==> src/rtl/rdw_pkg.sv <==
package rdw_pkg;
  localparam int WORD_BYTES = 8;
  localparam int DESC_WORDS = 4;
  localparam int LINK_WORD  = 2;

  typedef enum logic [1:0] {
    ST_IDLE,
    ST_FETCH,
    ST_EXEC,
    ST_LINK
  } rdw_state_t;
endpackage

==> src/rtl/rdw_rd_port.sv <==
module rdw_rd_port #(
  parameter int ADDR_W = 64,
  parameter int DATA_W = 64
) (
  input  logic              clk,
  input  logic              rst_n,
  input  logic              want,
  input  logic [ADDR_W-1:0] addr,
  output logic              req_valid,
  input  logic              req_ready,
  output logic [ADDR_W-1:0] req_addr,
  input  logic              rsp_valid,
  input  logic [DATA_W-1:0] rsp_data,
  output logic              done,
  output logic [DATA_W-1:0] data
);
  logic wait_q;
  logic done_q;
  logic [DATA_W-1:0] data_q;

  assign req_valid = want && !wait_q && !done_q;
  assign req_addr  = addr;
  assign done      = done_q;
  assign data      = data_q;

  always_ff @(posedge clk) begin
    if (!rst_n) begin
      wait_q <= 1'b0;
      done_q <= 1'b0;
      data_q <= '0;
    end else begin
      done_q <= 1'b0;
      if (req_valid && req_ready) wait_q <= 1'b1;
      if (wait_q && rsp_valid) begin
        wait_q <= 1'b0;
        done_q <= 1'b1;
        data_q <= rsp_data;
      end
    end
  end


  rd_addr_hold_chk: assert property (@(posedge clk) disable iff (!rst_n)
    req_valid && !req_ready |=> req_valid && $stable(req_addr));
endmodule

==> src/rtl/rdw_xfer_port.sv <==
module rdw_xfer_port #(
  parameter int ADDR_W = 64,
  parameter int SIZE_W = 32
) (
  input  logic              clk,
  input  logic              rst_n,
  input  logic              load,
  input  logic [ADDR_W-1:0] src_in,
  input  logic [ADDR_W-1:0] dst_in,
  input  logic [SIZE_W-1:0] size_in,
  output logic              valid,
  input  logic              ready,
  output logic [ADDR_W-1:0] src,
  output logic [ADDR_W-1:0] dst,
  output logic [SIZE_W-1:0] size,
  input  logic              done_in,
  output logic              fin
);
  logic valid_q;
  logic inflight_q;

  assign valid = valid_q;
  assign fin   = inflight_q && done_in;

  always_ff @(posedge clk) begin
    if (!rst_n) begin
      valid_q    <= 1'b0;
      inflight_q <= 1'b0;
      src        <= '0;
      dst        <= '0;
      size       <= '0;
    end else begin
      if (load) begin
        valid_q <= 1'b1;
        src     <= src_in;
        dst     <= dst_in;
        size    <= size_in;
      end else if (valid_q && ready) begin
        valid_q    <= 1'b0;
        inflight_q <= 1'b1;
      end
      if (fin) inflight_q <= 1'b0;
    end
  end


  xfer_hold_chk: assert property (@(posedge clk) disable iff (!rst_n)
    valid && !ready |=> valid && $stable(src) && $stable(dst) && $stable(size));

  one_desc_chk: assert property (@(posedge clk) disable iff (!rst_n)
    valid |-> !inflight_q);
endmodule

==> src/rtl/ring_desc_walker.sv <==
module ring_desc_walker #(
  parameter int ADDR_W = 64,
  parameter int DATA_W = 64,
  parameter int SIZE_W = 32,
  parameter int LEN_W  = 16
) (
  input  logic              clk,
  input  logic              rst_n,
  input  logic              start,
  input  logic [ADDR_W-1:0] cfg_head,
  input  logic [LEN_W-1:0]  cfg_len,
  input  logic              cfg_cycle,
  input  logic              cfg_recycle,
  output logic              rd_req_valid,
  input  logic              rd_req_ready,
  output logic [ADDR_W-1:0] rd_req_addr,
  input  logic              rd_rsp_valid,
  input  logic [DATA_W-1:0] rd_rsp_data,
  output logic              xfer_valid,
  input  logic              xfer_ready,
  output logic [ADDR_W-1:0] xfer_src,
  output logic [ADDR_W-1:0] xfer_dst,
  output logic [SIZE_W-1:0] xfer_size,
  input  logic              xfer_done,
  output logic              irq,
  output logic              busy,
  output logic              empty,
  output logic              err
);
  import rdw_pkg::*;

  localparam int WB_SH      = $clog2(WORD_BYTES);
  localparam int DESC_BYTES = WORD_BYTES * DESC_WORDS;
  localparam int LINK_OFS   = DESC_BYTES + LINK_WORD * WORD_BYTES;
  localparam int WIDX_W     = $clog2(DESC_WORDS);

  rdw_state_t        st;
  logic [ADDR_W-1:0] cur_addr;
  logic [LEN_W-1:0]  idx;
  logic [LEN_W-1:0]  len_q;
  logic              cyc_q;
  logic              recyc_q;
  logic [WIDX_W-1:0] widx;
  logic              flag_q;
  logic [SIZE_W-1:0] size_q;
  logic [ADDR_W-1:0] src_q;
  logic              err_q;
  logic              empty_q;
  logic              irq_q;

  logic              rd_want;
  logic [ADDR_W-1:0] rd_addr;
  logic              rd_done;
  logic [DATA_W-1:0] rd_data;
  logic              xf_load;
  logic              xf_fin;

  assign rd_want = (st == ST_FETCH) || (st == ST_LINK);
  assign rd_addr = (st == ST_LINK) ? cur_addr + ADDR_W'(LINK_OFS)
                                   : cur_addr + (ADDR_W'(widx) << WB_SH);
  assign xf_load = (st == ST_FETCH) && rd_done && (widx == WIDX_W'(DESC_WORDS - 1));

  assign busy  = (st != ST_IDLE);
  assign empty = empty_q;
  assign err   = err_q;
  assign irq   = irq_q;

  rdw_rd_port #(.ADDR_W(ADDR_W), .DATA_W(DATA_W)) u_rd (
    .clk(clk), .rst_n(rst_n), .want(rd_want), .addr(rd_addr),
    .req_valid(rd_req_valid), .req_ready(rd_req_ready), .req_addr(rd_req_addr),
    .rsp_valid(rd_rsp_valid), .rsp_data(rd_rsp_data),
    .done(rd_done), .data(rd_data)
  );

  rdw_xfer_port #(.ADDR_W(ADDR_W), .SIZE_W(SIZE_W)) u_xf (
    .clk(clk), .rst_n(rst_n), .load(xf_load),
    .src_in(src_q), .dst_in(rd_data[ADDR_W-1:0]), .size_in(size_q),
    .valid(xfer_valid), .ready(xfer_ready),
    .src(xfer_src), .dst(xfer_dst), .size(xfer_size),
    .done_in(xfer_done), .fin(xf_fin)
  );

  always_ff @(posedge clk) begin
    if (!rst_n) begin
      st       <= ST_IDLE;
      cur_addr <= '0;
      idx      <= '0;
      len_q    <= '0;
      cyc_q    <= 1'b0;
      recyc_q  <= 1'b0;
      widx     <= '0;
      flag_q   <= 1'b0;
      size_q   <= '0;
      src_q    <= '0;
      err_q    <= 1'b0;
      empty_q  <= 1'b0;
      irq_q    <= 1'b0;
    end else begin
      irq_q <= 1'b0;
      case (st)
        ST_IDLE: begin
          if (start) begin
            empty_q <= 1'b0;
            if (cfg_len < LEN_W'(2)) begin
              err_q <= 1'b1;
            end else begin
              err_q    <= 1'b0;
              cur_addr <= cfg_head;
              len_q    <= cfg_len;
              idx      <= '0;
              widx     <= '0;
              cyc_q    <= cfg_cycle;
              recyc_q  <= cfg_recycle;
              st       <= ST_FETCH;
            end
          end
        end
        ST_FETCH: begin
          if (rd_done) begin
            widx <= widx + 1'b1;
            case (widx)
              2'd0: begin
                if (rd_data[0] != cyc_q) begin
                  empty_q <= 1'b1;
                  st      <= ST_IDLE;
                end
                flag_q <= rd_data[1];
              end
              2'd1: size_q <= rd_data[SIZE_W-1:0];
              2'd2: src_q  <= rd_data[ADDR_W-1:0];
              default: st  <= ST_EXEC;
            endcase
          end
        end
        ST_EXEC: begin
          if (xf_fin) begin
            irq_q <= flag_q;
            widx  <= '0;
            if (idx == len_q - LEN_W'(2)) begin
              st <= ST_LINK;
            end else begin
              idx      <= idx + 1'b1;
              cur_addr <= cur_addr + ADDR_W'(DESC_BYTES);
              st       <= ST_FETCH;
            end
          end
        end
        default: begin
          if (rd_done) begin
            cur_addr <= rd_data[ADDR_W-1:0];
            idx      <= '0;
            widx     <= '0;
            if (recyc_q) cyc_q <= ~cyc_q;
            st <= ST_FETCH;
          end
        end
      endcase
    end
  end


  err_no_read_chk: assert property (@(posedge clk) disable iff (!rst_n)
    err |-> !rd_req_valid && !busy);

  empty_idle_chk: assert property (@(posedge clk) disable iff (!rst_n)
    empty |-> !busy && !xfer_valid);

  irq_after_done_chk: assert property (@(posedge clk) disable iff (!rst_n)
    irq |-> $past(xfer_done));

  no_read_in_exec_chk: assert property (@(posedge clk) disable iff (!rst_n)
    xfer_valid |-> !rd_req_valid);
endmodule

==> config.mk <==
export PLATFORM = sky130hd
export DESIGN_NAME = ring_desc_walker
export DESIGN_NICKNAME = d
export VERILOG_FILES = /design/src/rtl/rdw_pkg.sv /design/src/rtl/rdw_rd_port.sv /design/src/rtl/rdw_xfer_port.sv /design/src/rtl/ring_desc_walker.sv
export SDC_FILE = /design/constraint.sdc
export NUM_CORES = 1
export LEC_CHECK = 0
export BUFFER_PORTS_ARGS = -buffer_cell sky130_fd_sc_hd__buf_2
export CAP_MARGIN = 25
export CORE_ASPECT_RATIO = 1.5
export CORE_UTILIZATION = 55
export CTS_BUF_LIST = sky130_fd_sc_hd__clkbuf_8 sky130_fd_sc_hd__clkbuf_16
export DETAILED_ROUTE_END_ITERATION = 10
export PLACE_DENSITY = 0.8
export SKIP_LAST_GASP = 1
export SLEW_MARGIN = 5
export SYNTH_ARGS = -nofsm -noshare
export SYNTH_HDL_FRONTEND = slang
export SYNTH_SLANG_ARGS = --single-unit
==> constraint.sdc <==
create_clock -name clk -period 4.1 [get_ports clk]
set_input_delay 0.41 -clock clk [delete_from_list [all_inputs] [get_ports clk]]
set_output_delay 0.41 -clock clk [all_outputs]
set_load 0.01 [all_outputs]
==> impl_metrics.tcl <==
set metrics [dict create \
    outcome "finished clean" \
    ir_worst_vdd_uv 367 \
    syn2layout_area_growth_pct 17.6 \
    cellLeakagePower_nw 8.93 \
    fillCellCount 2980 \
    initial_core_util_pct 55.8 \
    cts_buffer_depth 3 \
    drt_iter0_markers 2056 \
    num_vias 20100 \
    cts.clk_slew.worst_paths_ps 70 \
    final_common_cell "nand2_1" \
    postRouteAntennaNets 0 \
    clock_skew_ps 20.8 \
    switching_share_pct 30.6 \
    cp_data_required_time_ps 3690 \
    synth_cell_types 75 \
    hold_viol 0 \
    ys_seq_area_share_pct 44.1 \
    worst-path-max-fanout 6 \
    p_per_area_nw_per_um2 459 \
    synth-seq-cells 430 \
    synth_area_per_cell_um2 7.87 \
    fp.dieH_um 233 \
    grt_pass1_vias 18700 \
    dp_hpwl_um 48600 \
    netlist_instances 2481 \
    die_x_um 156 \
    cp_data_arrival_time_ps 3520 \
    finalSetupViolCount 0 \
    die_area_um2 36300 \
    slowest_stage "or4_4" \
    layout.nets 2894 \
    relSlewSlack_pct 30.1 \
    cpPeakStageDelay_ps 550 \
    dr.pass1.iters 8 \
    synth-edff-count 0 \
    clk-insertion-delay-late_ps 560 \
    clock_power_share_pct 37.8 \
    hold_class "in2reg" \
    seq_power_share_pct 45.1 \
    clockRootBuffer "clkbuf_16" \
    layout_min_cycle_time_ps 3930 \
    p_int_mw 7.31 \
    mostFrequentLayoutCells "622 x nand2_1, 429 x dfxtp_1, 382 x buf_2" \
    synth-main-ff-cell "dfxtp_1" \
    coreArea_um2 35000 \
    period_share_pct 95.9 \
    cts_made_buffers 40 \
    htree_levels 2 \
    power.switching_mw 3.22 \
    synth_nets 2651 \
    rows 84 \
    rsz0062_at_grt "false" \
    final_area_um2 22900 \
    drive_above_1_share_pct 20.1 \
    pin_count 383 \
    cts.sinks 430 \
    vias_per_cell 6.21 \
    power.share.combinational_pct 17.1 \
    placed_cell_area_um2 21500 \
    maxCapViolations 0 \
    place_congestion 1.01 \
    grt_first_pass_wirelength_um 106000 \
    tightest_slew_ps 1050 \
    yosys_warnings 0 \
    cts_tree "done" \
    drv_slew 0 \
    crit_type "reg2out" \
    wl_per_cell_um 21.6 \
    fin_tns_setup_ps 0 \
    syn-cell-area_um2 19500 \
    wl_um 70000 \
    fmaxAchievable_mhz 254 \
    cp-start-kind "flop" \
    grt_antenna_before_repair 9 \
    grt.total_usage_pct 37.5 \
    grt_max_degree 146 \
    port_buffers 382 \
    overflow 0 \
    end_kind "output pin" \
    synthArstFlopShare_pct 0 \
    cp_cell_sequence "ha_1 > inv_1 > fa_1 > nor2b_1 > nor4_2 > buf_4 > nand3_1 > or4_4 > nor3_4 > nand2_1 > xnor2_1 > buf_2" \
    drc 0 \
]
-- final cells by class --
type / instances / area, um^2 / share of cell area, %
Multi-Input combinational cell: 1805 / 9950 / 43.4
Sequential cell: 430 / 8610 / 37.5
Timing Repair Buffer: 423 / 2270 / 9.89
Clock buffer: 47 / 1110 / 4.83
Tap cell: 473 / 592 / 2.58
Clock inverter: 26 / 294 / 1.28
Inverter: 24 / 97.6 / 0.425
Antenna cell: 10 / 25.0 / 0.109
-- power groups by stage --
stage          registers [mW]  logic (mW)  clock network [mW]
5_1_grt                  4.77        1.94                4.15
6_report                 4.75        1.80                3.97
4_1_cts                  4.73        1.77                3.99
2_1_floorplan            4.58        1.32                   0
3_3_place_gp             4.82        1.72                   0
3_5_place_dp             4.82        1.76                   0
-- flip-flops by register name (all words and copies together), names as in the netlist, 16 cells and up --
register   flops
len_q         16
u_xf.size     32
u_xf.dst      64
cur_addr      64
idx           16
u_rd.data     64
src_q         64
u_xf.src      64
size_q        32
-- synthesized netlist by cell type, types with 27 or more instances --
master	n	area (um^2)
nand2_1	622	2330
dfxtp_1	430	8610
a21oi_1	379	1900
clkbuf_1	173	649
nand3_1	79	395
and3_1	69	432
a22o_1	68	596
nor2_1	61	229
o21ai_0	59	295
nand4_1	45	282
xnor2_1	44	385
o31ai_1	43	323
xor2_1	36	315
nor3_1	30	150
buf_2	27	135
-- cell families (layout without fill, tap and decap cells) --
| kind of cell | Yosys count | count (layout) | synth area share, % |
|---|---|---|---|
| AOI/OAI and AO/OA | 682 | 682 | 21.6 |
| xor gates and xnor gates | 80 | 80 | 3.59 |
| adders and majority gates | 17 | 17 | 1.13 |
| buffers and inverters | 246 | 520 | 5.27 |
| DFF | 430 | 430 | 44.1 |
| muxes | 6 | 6 | 0.327 |
| other | 0 | 10 | 0 |
| and+or+nand+nor | 1020 | 1020 | 23.9 |
-- final timing paths --
kind | start | end | slack [ps] | cells past startpoint
worst max register to register | len_q[1] | cur_addr[34] | 690 | 10
worst min-delay path | rd_rsp_data[20] | u_rd.data[20] | 60 | 2
worst min register to register | src_q[59] | u_xf.src[59] | 450 | 2
worst max-delay path | widx[0] | rd_req_addr[55] | 170 | 12
-- critical path, delay by kind of cell (launching register included) --
kind	cells	cell delay (ps)
simple gates	6	1450
fa+ha+maj	2	600
flops	1	370
buf+inv	3	370
xor+xnor	1	160
-- stage by stage --
| stage | power, mW | hold WS [ps] | worst slack (ps) | util (%) | std cells |
|---|---|---|---|---|---|
| 5_1_grt | 10.9 | 47.1 | 13.0 | 65.6 | 3238 |
| 6_report | 10.5 | 55.9 | 170 | 65.6 | 3238 |
| 2_1_floorplan | 5.90 | 432 | 854 | - | 2481 |
| 3_3_place_gp | 6.54 | 436 | 450 | 61.3 | 3153 |
| 4_1_cts | 10.5 | 42.4 | 21.6 | 65.4 | 3227 |
| 3_5_place_dp | 6.58 | 442 | 381 | 61.4 | 3154 |
-- metal layers --
layer / share of wire [%] / vias up / GRT usage (%)
met5: 0 / - / 0
met2: 47 / 1089 / 60.0
met3: 9.1 / 224 / 6.69
li1: - / 9196 / -
met4: 6.4 / 0 / 22.9
met1: 38 / 9583 / 46.8
-- what timing repair did --
action / CTS / global route
hold endpoints to repair: 0 / 0
cloned: 0 / 0
endpoints found under the setup margin: 8 / 10
setup buffers: 0 / 1
hold buffers: 0 / 0
pin swaps: 1 / 2
gates resized for setup: 2 / 2
(Power assumes the default switching activity.)
